### src/rtl/fc_pkg.sv
package fc_pkg;
  typedef struct packed {
    logic lo;
    logic hi;
    logic alloc;
  } fc_wr_t;

  localparam int unsigned DATA_W    = 32;
  localparam int unsigned FORCE_BIT = 31;
endpackage

### src/rtl/fc_reg_decode.sv
module fc_reg_decode
  import fc_pkg::*;
#(
  parameter int unsigned NUM_UNITS = 8,
  parameter int unsigned ADDR_W    = 8
) (
  input  logic                            clk_i,
  input  logic                            rst_ni,
  input  logic                            wr_en_i,
  input  logic [ADDR_W-1:0]               wr_addr_i,
  output logic                            cfg_we_o,
  output fc_wr_t [NUM_UNITS-1:0]          unit_we_o
);
  localparam int unsigned STRB_W = 3 * NUM_UNITS + 1;

  assign cfg_we_o = wr_en_i && (wr_addr_i == '0);

  for (genvar u = 0; u < NUM_UNITS; u++) begin : g_unit
    localparam logic [ADDR_W-1:0] LO_A = ADDR_W'(4 + 12 * u);
    localparam logic [ADDR_W-1:0] HI_A = ADDR_W'(8 + 12 * u);
    localparam logic [ADDR_W-1:0] AL_A = ADDR_W'(12 + 12 * u);
    assign unit_we_o[u].lo    = wr_en_i && (wr_addr_i == LO_A);
    assign unit_we_o[u].hi    = wr_en_i && (wr_addr_i == HI_A);
    assign unit_we_o[u].alloc = wr_en_i && (wr_addr_i == AL_A);
  end

  logic [STRB_W-1:0] strb_all;
  assign strb_all = {unit_we_o, cfg_we_o};

  // at most one register selected per write
  assert_one_target_R2: assert property (@(posedge clk_i) disable iff (!rst_ni)
    $onehot0(strb_all));
  assert_idle_no_strobe_R2: assert property (@(posedge clk_i) disable iff (!rst_ni)
    !wr_en_i |-> (strb_all == '0));
endmodule

### src/rtl/fc_consume_map.sv
module fc_consume_map #(
  parameter int unsigned NUM_UNITS = 8,
  localparam int unsigned NUM_CHANS = 2 * NUM_UNITS
) (
  input  logic [NUM_CHANS-1:0]           consume_i,
  output logic [NUM_UNITS-1:0][1:0]      take_o
);
  for (genvar u = 0; u < NUM_UNITS; u++) begin : g_pair
    assign take_o[u] = {1'b0, consume_i[2*u]} + {1'b0, consume_i[2*u+1]};
  end
endmodule

### src/rtl/fc_unit.sv
module fc_unit
  import fc_pkg::*;
#(
  parameter int unsigned CNT_W = 8
) (
  input  logic               clk_i,
  input  logic               rst_ni,
  input  logic               active_i,
  input  fc_wr_t             wr_i,
  input  logic [DATA_W-1:0]  wdata_i,
  input  logic [1:0]         take_i,
  output logic [CNT_W-1:0]   cnt_o,
  output logic               bp_o
);
  localparam logic [CNT_W-1:0] CNT_MAX = '1;
  localparam int unsigned SUM_W = CNT_W + 1;

  logic [CNT_W-1:0] lo_q, hi_q, cnt_q, cnt_n;
  logic             bp_q, bp_n;
  logic [CNT_W-1:0] add;
  logic [SUM_W-1:0] sum, take_ext, diff;
  logic             force_req, short;

  assign add       = wr_i.alloc ? wdata_i[CNT_W-1:0] : '0;
  assign force_req = wr_i.alloc && wdata_i[FORCE_BIT];
  assign sum       = {1'b0, cnt_q} + {1'b0, add};
  assign take_ext  = SUM_W'(take_i);
  assign diff      = sum - take_ext;
  assign short     = !force_req && (sum < take_ext);

  always_comb begin
    if (force_req)                      cnt_n = CNT_MAX;
    else if (short)                     cnt_n = '0;
    else if (diff > {1'b0, CNT_MAX})    cnt_n = CNT_MAX;
    else                                cnt_n = diff[CNT_W-1:0];
  end

  always_comb begin
    if (!active_i)          bp_n = 1'b0;
    else if (short)         bp_n = 1'b1;
    else if (cnt_n < lo_q)  bp_n = 1'b1;
    else if (cnt_n >= hi_q) bp_n = 1'b0;
    else                    bp_n = bp_q;
  end

  always_ff @(posedge clk_i or negedge rst_ni) begin
    if (!rst_ni) begin
      lo_q  <= '0;
      hi_q  <= '0;
      cnt_q <= '0;
      bp_q  <= 1'b0;
    end else begin
      if (wr_i.lo) lo_q <= wdata_i[CNT_W-1:0];
      if (wr_i.hi) hi_q <= wdata_i[CNT_W-1:0];
      if (active_i) cnt_q <= cnt_n;
      bp_q <= bp_n;
    end
  end

  assign cnt_o = cnt_q;
  assign bp_o  = bp_q;

  assert_off_no_bp_R3: assert property (@(posedge clk_i) disable iff (!rst_ni)
    !active_i |=> !bp_q);
  assert_off_hold_R3: assert property (@(posedge clk_i) disable iff (!rst_ni)
    !active_i |=> $stable(cnt_q));
  assert_no_wrap_R4: assert property (@(posedge clk_i) disable iff (!rst_ni)
    (active_i && !force_req && take_i == 2'd0) |=> cnt_q >= $past(cnt_q));
  assert_no_rise_R5: assert property (@(posedge clk_i) disable iff (!rst_ni)
    (active_i && !wr_i.alloc && take_i != 2'd0) |=> cnt_q <= $past(cnt_q));
  assert_force_max_R6: assert property (@(posedge clk_i) disable iff (!rst_ni)
    (active_i && force_req) |=> cnt_q == CNT_MAX);
  assert_rise_below_lo_R7: assert property (@(posedge clk_i) disable iff (!rst_ni)
    $rose(bp_q) |-> (cnt_q < $past(lo_q)) || (cnt_q == '0));
  assert_fall_at_hi_R7: assert property (@(posedge clk_i) disable iff (!rst_ni)
    ($fell(bp_q) && $past(active_i)) |-> cnt_q >= $past(hi_q));
  assert_empty_bp_R8: assert property (@(posedge clk_i) disable iff (!rst_ni)
    (active_i && cnt_q == '0 && !wr_i.alloc && take_i != 2'd0) |=> (bp_q && cnt_q == '0));
endmodule

### src/rtl/fc_credit_tracker.sv
module fc_credit_tracker
  import fc_pkg::*;
#(
  parameter int unsigned NUM_UNITS = 8,
  parameter int unsigned CNT_W     = 8,
  parameter int unsigned ADDR_W    = 8,
  localparam int unsigned NUM_CHANS = 2 * NUM_UNITS,
  localparam int unsigned CFG_W     = NUM_UNITS + 1
) (
  input  logic                         clk_i,
  input  logic                         rst_ni,
  input  logic                         wr_en_i,
  input  logic [ADDR_W-1:0]            wr_addr_i,
  input  logic [DATA_W-1:0]            wr_data_i,
  input  logic [NUM_CHANS-1:0]         consume_i,
  output logic [NUM_UNITS-1:0]         bp_o,
  output logic [NUM_UNITS*CNT_W-1:0]   credit_o
);
  logic                          cfg_we;
  fc_wr_t [NUM_UNITS-1:0]        unit_we;
  logic [NUM_UNITS-1:0][1:0]     take;
  logic [CFG_W-1:0]              cfg_q;
  logic [NUM_UNITS-1:0]          active;

  fc_reg_decode #(.NUM_UNITS(NUM_UNITS), .ADDR_W(ADDR_W)) u_dec (
    .clk_i     (clk_i),
    .rst_ni    (rst_ni),
    .wr_en_i   (wr_en_i),
    .wr_addr_i (wr_addr_i),
    .cfg_we_o  (cfg_we),
    .unit_we_o (unit_we)
  );

  fc_consume_map #(.NUM_UNITS(NUM_UNITS)) u_map (
    .consume_i (consume_i),
    .take_o    (take)
  );

  always_ff @(posedge clk_i or negedge rst_ni) begin
    if (!rst_ni)     cfg_q <= '0;
    else if (cfg_we) cfg_q <= wr_data_i[CFG_W-1:0];
  end

  for (genvar u = 0; u < NUM_UNITS; u++) begin : g_unit
    assign active[u] = cfg_q[0] && cfg_q[u+1];
    fc_unit #(.CNT_W(CNT_W)) u_unit (
      .clk_i    (clk_i),
      .rst_ni   (rst_ni),
      .active_i (active[u]),
      .wr_i     (unit_we[u]),
      .wdata_i  (wr_data_i),
      .take_i   (take[u]),
      .cnt_o    (credit_o[u*CNT_W +: CNT_W]),
      .bp_o     (bp_o[u])
    );
  end

  assert_master_gate_R3: assert property (@(posedge clk_i) disable iff (!rst_ni)
    !cfg_q[0] |=> (bp_o == '0));
endmodule

### config.mk
export PLATFORM = sky130hd
export DESIGN_NAME = fc_credit_tracker
export DESIGN_NICKNAME = d
export VERILOG_FILES = /design/src/rtl/fc_pkg.sv /design/src/rtl/fc_reg_decode.sv /design/src/rtl/fc_consume_map.sv /design/src/rtl/fc_unit.sv /design/src/rtl/fc_credit_tracker.sv
export SDC_FILE = /design/constraint.sdc
export NUM_CORES = 1
export LEC_CHECK = 0
export BUFFER_PORTS_ARGS = -buffer_cell sky130_fd_sc_hd__buf_2
export CAP_MARGIN = 20
export CORE_MARGIN = 2
export CORE_UTILIZATION = 48
export DETAILED_ROUTE_END_ITERATION = 12
export PLACE_DENSITY = 0.69
export SYNTH_ARGS = -nofsm -noshare
export SYNTH_HDL_FRONTEND = slang
export SYNTH_HIERARCHICAL = 1
export SYNTH_SLANG_ARGS = --single-unit
### constraint.sdc
create_clock -name clk_i -period 4 [get_ports clk_i]
set_input_delay 0.6 -clock clk_i [delete_from_list [all_inputs] [get_ports clk_i]]
set_output_delay 0.6 -clock clk_i [all_outputs]
set_load 0.02 [all_outputs]
; Word-level counts from Yosys, hierarchy flattened
; Cells that the tools add are included.
[op_classes]
n_addsub = 24
n_lt_le_gt_ge = 32
eq_ne = 32
mux = 64
reduce_logical = 58
[ops]
columns = cell, n
row1 = $mux 8, 32
row2 = $add 8x8->9, 8
row3 = $eq 8x7->1 const B, 9
row4 = $gt 9x8->1 const B, 8
row5 = $lt 9x2->1, 8
row6 = $sub 9x2->9, 8
row7 = $eq 8x6->1 const B, 8
row8 = $ge 8x8->1, 8
row9 = $lt 8x8->1, 8
row10 = $logic_and 1x1->1, 49
row11 = $eq 8x5->1 const B, 4
row12 = $mux 1, 32
row13 = $ne 4x4->1 const B, 8
row14 = $add 1x1->2, 8
row15 = $eq 8x4->1 const B, 2
row16 = $eq 8x3->1 const B, 1
row17 = $logic_not 1->1, 8
row18 = $logic_not 8->1, 1
[totals]
register_bits = 209
in_bits = 59
word_cells = 243

; Logic depth before layout (Yosys ltp)
; Gate-level depths: netlist of the first run.
[logic_depth]
word_depth = 14
mapped_depth = 23
depth_no_buf = 22

; Hierarchy
; The synthesis of the first run kept the hierarchy.
[by_module_without_submodules]
columns = mod, instances, cells_per_inst, area_per_inst_um2
row1 = fc_unit at g_unit[2].u_unit ..., 4, 242, 2104.5
row2 = fc_unit at g_unit[0].u_unit ..., 2, 243, 2079.5
row3 = fc_unit at g_unit[1].u_unit, 1, 237, 2097.0
row4 = fc_unit at g_unit[7].u_unit, 1, 236, 2090.8
row5 = fc_credit_tracker, 1, 27, 421.7
row6 = fc_reg_decode, 1, 39, 247.7
row7 = fc_consume_map, 1, 8, 100.1

; Least setup slack after synthesis of the first run
; Ideal clock, no wire load.
[synth_path]
path_type = input to register
start = input port wr_addr_i[1]
end = register g_unit[3].u_unit.bp_q
setup_time_ns = 0.066
t_arrival_ns = 5.213
t_required_ns = 3.934
setup_slack_ns = -1.279
cell_stages = 21
path_buffers = 1
path_cell_list = or4b_4 buf_6 nor3_1 and2_1 ha_1 fa_1 fa_1 nor2_1 o21ai_1 or3_4 nor2_4 xnor2_1 a31o_1 ha_1 nand2b_1 a21oi_1 nor2b_1 o21ai_0 a211oi_1 nor4b_1 o31a_1
[synth_lines]
columns = item, line
row1 = start: declaration, fc_credit_tracker.sv:13  ; input logic [ADDR_W-1:0] wr_addr_i,
row2 = end signal: assignment, fc_unit.sv:56  ; bp_q <= bp_n;
row3 = end: declaration, fc_unit.sv:19  ; logic bp_q, bp_n;

==> results of run 1 <==
worst max path at each step:
stage | to | slack [ps]
3_5_place_dp | g_unit[6].u_unit/bp_o | -1260
5_1_grt | g_unit[7].u_unit/bp_o | -820
3_3_place_gp | g_unit[1].u_unit/bp_o | -1180
2_1_floorplan | g_unit[3].u_unit/bp_o | -910
4_1_cts | g_unit[7].u_unit/bp_o | -560
6_report | g_unit[6].u_unit/bp_o | -630
Yosys cell counts, types with 33 or more instances:
library cell  instances  share of area, %
inv_1               200               4.3
nor2_1              102               2.2
nor3_1               67               1.9
and2_1               89               3.2
dfrtp_1             209                30
nand3_1              33              0.94
clkbuf_1             36              0.77
a21oi_1             104               3.0
nand2b_1             33               1.2
mux2_2               38               2.4
nand2_1             213               4.6
o21ai_0             162               4.6
ha_1                208                15
power groups by stage:
| stage | Sequential (W) | Clock (W) | Combinational (W) |
|---|---|---|---|
| finish | 0.00232 | 0.00229 | 0.00151 |
| global route | 0.00233 | 0.00242 | 0.00165 |
| CTS | 0.00232 | 0.00233 | 0.00142 |
| detailed placement | 0.00235 | 0 | 0.00134 |
| global placement | 0.00235 | 0 | 0.00128 |
| floorplan | 0.00236 | 0 | 0.000701 |
kinds of logic (layout without fill, tap and decap cells):
family,Yosys count,count (layout)
muxes,52,52
adders and majority gates,224,224
AOI/OAI and AO/OA,516,516
buffers and inverters,252,864
DFF,209,209
and+or+nand+nor,696,696
xor gates and xnor gates,52,52
state kept, by name, summed over array words and instances, names as in the netlist:
name                 cells
g_unit.u_unit/bp_o       8
cfg_q                    9
g_unit.u_unit/hi_q      64
g_unit.u_unit/lo_q      64
g_unit.u_unit/cnt_o     64
critical path, cell delays in order:
cell,delay (ps)
buf_6,90
or4b_4,630
buf_6,160
buf_6,100
nor3_4,100
buf_6,150
and2_4,150
ha_4,120
fa_2,460
fa_2,380
or2_4,270
nor3_4,240
xor2_2,120
a31o_1,230
ha_1,280
nand2b_4,120
a21o_1,120
a21o_1,130
a21oi_2,50
o211ai_1,150
nand3_1,100
a221o_1,260
layout make-up:
class	instances	area, um^2
Timing Repair Buffer	619	4690
Inverter	201	758
Clock buffer	35	693
Fill cell	2729	11500
Sequential cell	209	5230
Clock inverter	9	131
Tap cell	468	586
Multi-Input combinational cell	1540	12700
routing by layer:
layer	vias to the layer above	wire [um]
met5	-	0
met1	8380	24000
met4	0	2390
met2	501	27100
li1	8317	-
met3	162	2490
per-stage QoR:
stage / cell area [um^2] / TNS (ps)
2_1_floorplan: 17800 / -6210
3_3_place_gp: 22200 / -18650
3_5_place_dp: 22200 / -23640
4_1_cts: 24100 / -3700
5_1_grt: 24800 / -5490
6_report: 24800 / -4120
what timing repair did:
action,4_1_cts,5_1_grt
hold endpoints to repair,0,0
pin swaps,76,94
gates resized for setup,148,109
buffers inserted,43,23
setup endpoints to repair,8,16
gates cloned,1,0
==> summary.md, run 1 <==
| Metric | Value |
|---|---|
| Status | `finished with violations` |
| Failing checks | `setup timing` |
| Final Setup Violations | `8` |
| Cell count after placement | `2974` |
| Pwr/cell area | `247 nW/um^2` |
| Main combinational cell family by area after synthesis | `simple AND/OR/NAND/NOR gates` |
| Worst EP required | `4410 ps` |
| Post-Synth Adder-Cell Area | `16.7%` |
| Syn_nets | `2284` |
| Multiplexer share of the synthesized area | `about 3.5%` |
| GR Layer Usage met3 | `around 3.5%` |
| Chip width | `195 um` |
| # rows | `70` |
| Synth Instances | `2001` |
| Vias/cell | `5.63` |
| DP HPWL | `a little over 40000 um` |
| Max Cap Viol | `0` |
| GRT met2 Usage | `49.3%` |
| GR Overflow Total | `0` |
| Die Footprint | `38100 um^2` |
| Worst setup EP type | `flop` |
| Routed len/inst | `18.2 um` |
| Startpoint types | `input pin` |
| Pin count of the biggest net entering global routing | `102` |
| Nets | `2878` |
| Post-synthesis compound-gate area fraction | `19.8%` |
| Post-Synth Simple-Gate Area | `21.6%` |
| Synthesis warning total | `6` |
| Max Fclk | `roughly 220 MHz` |
| Vias in the first global route | `17669` |
| Initial Util | `48.4%` |
| Critical path fanouts, max | `5` |
| Int Pwr | `0.00434 W` |
| Number of I/O pins | `131` |
| Worst-path clk slew | `around 60 ps` |
| Most used routing layer | `met2` |
| Number of iterations in the first detailed-routing pass | `5` |
| CTS tree | `done` |
| Worst r2r path cells | `16` |
| Area of the core | `36300 um^2` |
| Skew final | `8.54 ps` |
| GRT Overall Usage | `28.7%` |
| PortBufs | `108` |
| Clk buf depth | `3` |
| EDFF count, synth | `0` |
| Share of flip-flops with an asynchronous set or reset | `100%` |
| Slew Limit Fails | `0` |
| Fin crit share | `116%` |
| Tightest Hold Check Type | `input pin to async pin` |
| First-pass GRT wire length | `around 90000 um` |
| Die height | `195 um` |
| Main synth FF type | `dfrtp_1` |
| Drt drc | `0` |
| Slew @ Worst Pin | `813 ps` |
| Unique masters post-synth | `103` |
| Syn_area_per_cell | `approximately 8.8 um^2` |
| Most frequent cells in the layout | `buf_4, nand2_1, dfrtp_1` |
| Post-route antenna net violation count | `0` |
| CTS Hold Buffers Added | `0` |
| Post-Layout Cell Count | `3081` |
| Sw Ratio | `roughly 29%` |
| FF+latch count, synth | `~210` |
| Worst EP arrival | `~5000 ps` |
| Critical path origin | `wr_addr_i[3]` |
| Static Leak | `12.2 nW` |
| Comb power frac | `24.6%` |
| Initial antenna violation count | `3` |
| Hold Worst Slack | `96.2 ps` |
| Sequential area share after synthesis | `29.8%` |
| Reg2Reg Setup Slack | `-60 ps` |
| Clock share of power | `37.5%` |
| CP Class | `input pin to flop` |
| Clock Sinks | `209` |
| Worst setup slack after layout | `-631 ps` |
| Routability congestion estimate | `0.924` |
| Number of CTS-inserted buffers | `24` |
| DR vias | `17360` |
| Met1 GRT Util | `between 30% and 40%` |
| # diodes | `0` |
| Area grow syn2layout | `41.4%` |
| Slew HR | `45.8%` |
| Clock Latency Late Sink | `520 ps` |
| Seq pwr share | `a little under two fifths` |
| Period minus WS final | `4630 ps` |
| Reg-to-reg endpoint | `g_unit[7].u_unit/bp_o` |
| Layout cell share with drive strength beyond 1 | `38.4%` |
| Final hold vios | `0` |
| Detailed Route WL | `56000 um` |
| Commonest non-fill, non-tap cell in the layout | `buf_4` |
| P_sw | `0.00178 W` |
| Core Util, Final | `68.4%` |
| Worst R2R Start | `g_unit[7].u_unit/cnt_o[0]` |
| DR iter-0 viols | `1075` |
| Total power draw | `a little over 0.006 W` |
| Pre-CTS setup slack | `-1260 ps` |
| CTS H-Tree Depth | `1` |
| XOR/XNOR share of the synthesized area | `under 10%` |
| Mapped cell area | `17500 um^2` |
| Max VDD drop | `around 350 uV` |
| Clock Root Buffer | `clkbuf_16` |
| RSZ-0062 raised after global routing | `yes` |
Power figures use the tool's default switching activity.
==> inputs of run 2 (changes only) <==
Settings changed: PLACE_DENSITY 0.69 to 0.7, SYNTH_HIERARCHICAL 1 to unset.
Clock period 4 ns to 3.92 ns, I/O delays scaled along.
==> summary.md, run 2 <==
| Metric | Value |
|---|---|
| CP Class | `input pin to flop` |
| FF+latch count, synth | `209` |
| CTS H-Tree Depth | `1` |
| Nets | `between 2000 and 3000` |
| DR vias | `~17000` |
| Initial antenna violation count | `2` |
| Sw Ratio | `30.1%` |
| Commonest non-fill, non-tap cell in the layout | `buf_4` |
| Seq pwr share | `35.5%` |
| Most frequent cells in the layout | `buf_4, dfrtp_1, ha_1` |
| Number of I/O pins | `131` |
| GR Overflow Total | `0` |
| Skew final | `about 13 ps` |
| Share of flip-flops with an asynchronous set or reset | `100%` |
| Max Cap Viol | `0` |
| Clk buf depth | `3` |
| # rows | `just under 70` |
| Clock Root Buffer | `clkbuf_16` |
| RSZ-0062 raised after global routing | `yes` |
| Die Footprint | `37100 um^2` |
| Syn_nets | `2165` |
| Slew @ Worst Pin | `859 ps` |
| Cell taking the most area after synthesis | `dfrtp_1` |
| Pin count of the biggest net entering global routing | `100` |
| Failing checks | `setup timing` |
| Fin crit share | `125%` |
| GRT Overall Usage | `27.9%` |
| Startpoint types | `input pin` |
| Drt drc | `0` |
| Critical path fanouts, max | `5` |
| Clock Latency Late Sink | `530 ps` |
| Post-Synth Simple-Gate Area | `17.2%` |
| Worst-path clk slew | `60 ps` |
| Number of CTS-inserted buffers | `24` |
| Multiplexer share of the synthesized area | `7.92%` |
| Vias/cell | `5.67` |
| Pwr/cell area | `273 nW/um^2` |
| Vias in the first global route | `16677` |
| Post-Layout Cell Count | `about 2900` |
| Initial Util | `48.3%` |
| Syn_area_per_cell | `9.07 um^2` |
| Cell count after placement | `roughly 2800` |
| Final Setup Violations | `19` |
| Worst EP arrival | `5300 ps` |
| CTS tree | `done` |
| Area of the core | `35300 um^2` |
| Number of iterations in the first detailed-routing pass | `7` |
| Slew Limit Fails | `0` |
| Mapped cell area | `17100 um^2` |
| P_sw | `~0.002 W` |
| DR iter-0 viols | `~1100` |
| Most numerous cell in the Yosys netlist | `ha_1` |
| Routability congestion estimate | `approximately 0.92` |
| Chip width | `around 190 um` |
| Final hold vios | `0` |
| Detailed Route WL | `54300 um` |
| Clock share of power | `35.6%` |
| Worst setup EP type | `flop` |
| Clock Sinks | `209` |
| Worst EP required | `4330 ps` |
| Post-synthesis compound-gate area fraction | `17.8%` |
| Max Fclk | `205 MHz` |
| Status | `finished with violations` |
| Post-route antenna net violation count | `0` |
| Slew HR | `42.8%` |
| Synth top area cells | `dfrtp_1, ha_1, mux2_2` |
| DP HPWL | `approximately 39000 um` |
| Tightest Hold Check Type | `input pin to async pin` |
| EDFF count, synth | `0` |
| Die height | `193 um` |
| First-pass GRT wire length | `83000 um` |
| PortBufs | `108` |
| Main combinational cell family by area after synthesis | `compound AO/OA/AOI/OAI gates` |
| Unique masters post-synth | `between 90 and 100` |
| Top post-synthesis cells by count | `ha_1, dfrtp_1, inv_1, nand2_1, nor2_1` |
| Max VDD drop | `about 270 uV` |
| Int Pwr | `0.00464 W` |
| Worst setup slack after layout | `-962 ps` |
| Period minus WS final | `4880 ps` |
| Synth Instances | `1880` |
| Synthesis warning total | `0` |
| Routed len/inst | `18.6 um` |
| Sequential area share after synthesis | `30.7%` |
| Main synth FF type | `dfrtp_1` |
| Area grow syn2layout | `42.4%` |
| Layout cell share with drive strength beyond 1 | `42.8%` |
| Post-Synth Adder-Cell Area | `17.3%` |
| Static Leak | `around 12 nW` |
| XOR/XNOR share of the synthesized area | `roughly 3.5%` |
| Comb power frac | `28.9%` |
| Pre-CTS setup slack | `-1670 ps` |
| CTS Hold Buffers Added | `0` |
| Top cell type's share of synthesized area | `30.7%` |
[run 2: metrics by stage]
stage                     instance area, um^2  setup TNS [ps]  utilization (%)  total power [W]  hold slack (ps)
after global placement                  21500          -40240             60.8          0.00397              488
final                                   24300           -7560             68.8          0.00664             67.9
after floorplan                         17400           -9140                -          0.00331              292
after CTS                               23100           -6260             65.5          0.00651              147
after detailed placement                21500          -45840             60.8          0.00404              493
after global routing                    24300          -11680             68.8          0.00695              148
[run 2: worst max-delay path, cell delays in order]
cell       delay (ps)
buf_8             100
nor4bb_4          430
and2_4            220
nor2b_4           160
and2_4            160
ha_4              120
inv_2              30
fa_1              520
inv_1              50
ha_1              260
nor2b_4           130
nor3_4            200
nand3_2           120
buf_6             150
or3_4             390
nor3_2            180
buf_4             180
a21oi_1            70
ha_1              350
o2111ai_2         130
a21oi_1           150
a2111oi_1          60
o31a_1            300
a211o_1           230
[run 2: cells by family (layout without fill, tap and decap cells)]
family / Yosys count / after routing
AND/OR/NAND/NOR: 568 / 568
AO/OA/AOI/OAI: 447 / 447
buffers and inverters: 243 / 814
adder cells (fa/ha/maj): 226 / 226
flip-flops: 209 / 209
multiplexers: 119 / 119
XOR/XNOR: 68 / 68
other: 0 / 2
[run 2: area by class of cell]
class                           count  area, um^2
Antenna cell                        2        5.00
Timing Repair Buffer              592        4420
Inverter                          180         678
Sequential cell                   209        5230
Tap cell                          461         577
Clock inverter                      9         144
Clock buffer                       33         684
Multi-Input combinational cell   1428       12600
Fill cell                        2608       11000
[run 2: path summary, 6_finish.rpt]
kind                                             end  depth (start not counted)  slack, ps                       from
max in group asynchronous   g_unit[5].u_unit.lo_q[2]                          2       2850                     rst_ni
min in group clk_i                          cfg_q[8]                          2        310               wr_data_i[8]
max reg2reg                    g_unit[6].u_unit.bp_o                         17       -360  g_unit[6].u_unit.cnt_o[0]
min                        g_unit[3].u_unit.cnt_o[6]                          1         70                     rst_ni
min reg2reg                 g_unit[7].u_unit.hi_q[6]                          1        510   g_unit[7].u_unit.hi_q[6]
max                            g_unit[0].u_unit.bp_o                         24       -960               wr_addr_i[0]
[run 2: repair_timing]
item,in CTS,in global routing
pin swaps,99,110
gates resized for setup,138,195
setup buffers,28,37
endpoints found under the setup margin,41,54
[run 2: power groups by stage]
stage / registers [W] / clock network, W / logic (W)
2_1_floorplan: 0.00242 / 0 / 0.000893
3_5_place_dp: 0.00239 / 0 / 0.00165
5_1_grt: 0.00237 / 0.00249 / 0.00209
4_1_cts: 0.00235 / 0.00239 / 0.00176
3_3_place_gp: 0.00239 / 0 / 0.00159
6_report: 0.00236 / 0.00236 / 0.00192
[run 2: metal layers]
layer	part of all wire (%)	global-route usage [%]
met1	42	35.0
met2	50	49.5
met3	4.6	3.42
met4	3.5	9.54
met5	0	0
==> inputs of run 3 (changes only) <==
Settings changed: ABC_AREA set to 0, CORE_MARGIN 2 to unset.
Clock period 3.92 ns to 4.24 ns, I/O delays scaled along.
==> summary.md, run 3 (synthesis gave the netlist of run 2 again) <==
| Metric | Value |
|---|---|
| Skew final | `roughly 13 ps` |
| Max VDD drop | `309 uV` |
| Worst setup EP type | `flop` |
| Die height | `191 um` |
| Worst-path clk slew | `60 ps` |
| Worst EP arrival | `5250 ps` |
| Clock Latency Late Sink | `520 ps` |
| Chip width | `191 um` |
| Final hold vios | `0` |
| Vias/cell | `5.54` |
| First-pass GRT wire length | `between 80000 and 90000 um` |
| Vias in the first global route | `16113` |
| Most frequent cells in the layout | `buf_4, dfrtp_1, ha_1` |
| Routability congestion estimate | `0.918` |
| Detailed Route WL | `50200 um` |
| Pin count of the biggest net entering global routing | `approximately 110` |
| Commonest non-fill, non-tap cell in the layout | `buf_4` |
| Fill cells | `2724` |
| Status | `finished with violations` |
| Worst setup slack after layout | `-602 ps` |
| Number of I/O pins | `131` |
| Fin crit share | `114%` |
| CTS tree | `done` |
| Startpoint types | `input pin` |
| Worst EP required | `4640 ps` |
| Number of iterations in the first detailed-routing pass | `5` |
| Max Fclk | `between 200 and 250 MHz` |
| PortBufs | `108` |
| Initial Util | `49.1%` |
| CP Class | `input pin to flop` |
| Worst r2r path cells | `19` |
| DR iter-0 viols | `737` |
| Reg-to-reg endpoint | `g_unit[6].u_unit.bp_o` |
| Reg2Reg Setup Slack | `about 140 ps` |
| FF+latch area | `5230 um^2` |
| Worst R2R Start | `g_unit[6].u_unit.cnt_o[0]` |
| Crit path max-delay cell type | `fa_1` |
| Layout cell share with drive strength beyond 1 | `39.5%` |
| RSZ-0062 raised after global routing | `yes` |
| Tightest Hold Check Type | `input pin to async pin` |
| Period minus WS final | `4840 ps` |
| Initial antenna violation count | `2` |
| Static Leak | `11.7 nW` |
| Nets | `2688` |
| DP HPWL | `37900 um` |
| Routed len/inst | `17.5 um` |
| Post-Layout Cell Count | `2876` |
| Cell count after placement | `2787` |
| Post-route antenna net violation count | `0` |
| Drt drc | `0` |
| Final Setup Violations | `8` |
| Clk buf depth | `3` |
| Slew HR | `37.9%` |
| Critical path fanouts, max | `3` |
| Slew Limit Fails | `0` |
| Clock Sinks | `209` |
| Max stage delay on crit path | `490 ps` |
| GRT Overall Usage | `27.6%` |
| # rows | `68` |
| Die Footprint | `36300 um^2` |
| Area of the multi-input gates | `12000 um^2` |
| Number of CTS-inserted buffers | `25` |
| Slew @ Worst Pin | `931 ps` |
| Most used cell, CP | `ha_4` |
| Clock Root Buffer | `clkbuf_16` |
| Area grow syn2layout | `36.7%` |
| CTS H-Tree Depth | `1` |
| Pwr/cell area | `251 nW/um^2` |
| GR Overflow Total | `0` |
| Total power draw | `0.00586 W` |
| Max Cap Viol | `0` |
| Area of the core | `approximately 35000 um^2` |
| Failing checks | `setup timing` |
| DR vias | `15944` |
## run 3: metrics by stage
step / utilization [%] / TNS [ps] / instance area [um^2] / setup slack, ps / hold WS, ps
finish: 67.2 / -3820 / 23300 / -602 / 175
global route: 67.2 / -5670 / 23300 / -795 / 258
CTS: 65.7 / -3550 / 22800 / -536 / 241
detailed placement: 61.3 / -26700 / 21300 / -1380 / 493
global placement: 61.3 / -21990 / 21300 / -1280 / 488
floorplan: - / -5390 / 17400 / -1030 / 340
## run 3: layout make-up
type | count | share of cell area, %
diodes | 1 | 0.0107
clock buffers | 36 | 2.99
well taps | 455 | 2.44
repair buffers | 559 | 17.5
multi-input cells | 1428 | 51.4
clock inverters | 8 | 0.306
flip-flops and latches | 209 | 22.4
inverters | 180 | 2.90
## run 3: critical path, delay by kind of cell
family	cells	cell delay, ps
AND/OR/NAND/NOR	10	1900
buffers and inverters	4	390
adder cells (fa/ha/maj)	4	1120
AO/OA/AOI/OAI	8	1220
## run 3: worst max-delay path by stage
stage	from	to	slack, ps	depth (start not counted)
5_1_grt	wr_addr_i[0]	g_unit[1].u_unit.bp_o	-790	25
3_5_place_dp	wr_addr_i[0]	g_unit[1].u_unit.bp_o	-1380	26
6_report	wr_addr_i[0]	g_unit[0].u_unit.bp_o	-600	26
3_3_place_gp	wr_addr_i[0]	g_unit[1].u_unit.bp_o	-1280	26
2_1_floorplan	wr_addr_i[0]	g_unit[0].u_unit.bp_o	-1030	24
4_1_cts	wr_addr_i[1]	g_unit[4].u_unit.bp_o	-540	25
## run 3: per-layer routing
layer  GRT usage [%]  vias to the layer above  wire (um)
met2            48.8                      310      24800
li1                -                     7728          -
met3            2.48                       88       1800
met1            35.9                     7816      22400
met5               0                        -         12
met4            7.54                        2       1200
## run 3: timing repair
action,in CTS,in global routing
gates resized for setup,123,81
pin swaps,90,70
setup buffers,27,18
hold buffers,0,0
endpoints found under the setup margin,12,10
## run 3: report_power, final
group / switching, W / internal [W]
Combinational: 0.000833 / 0.000797
Clock: 0.000847 / 0.00120
Sequential: 0.0000727 / 0.00211
Total: 0.00175 / 0.00410
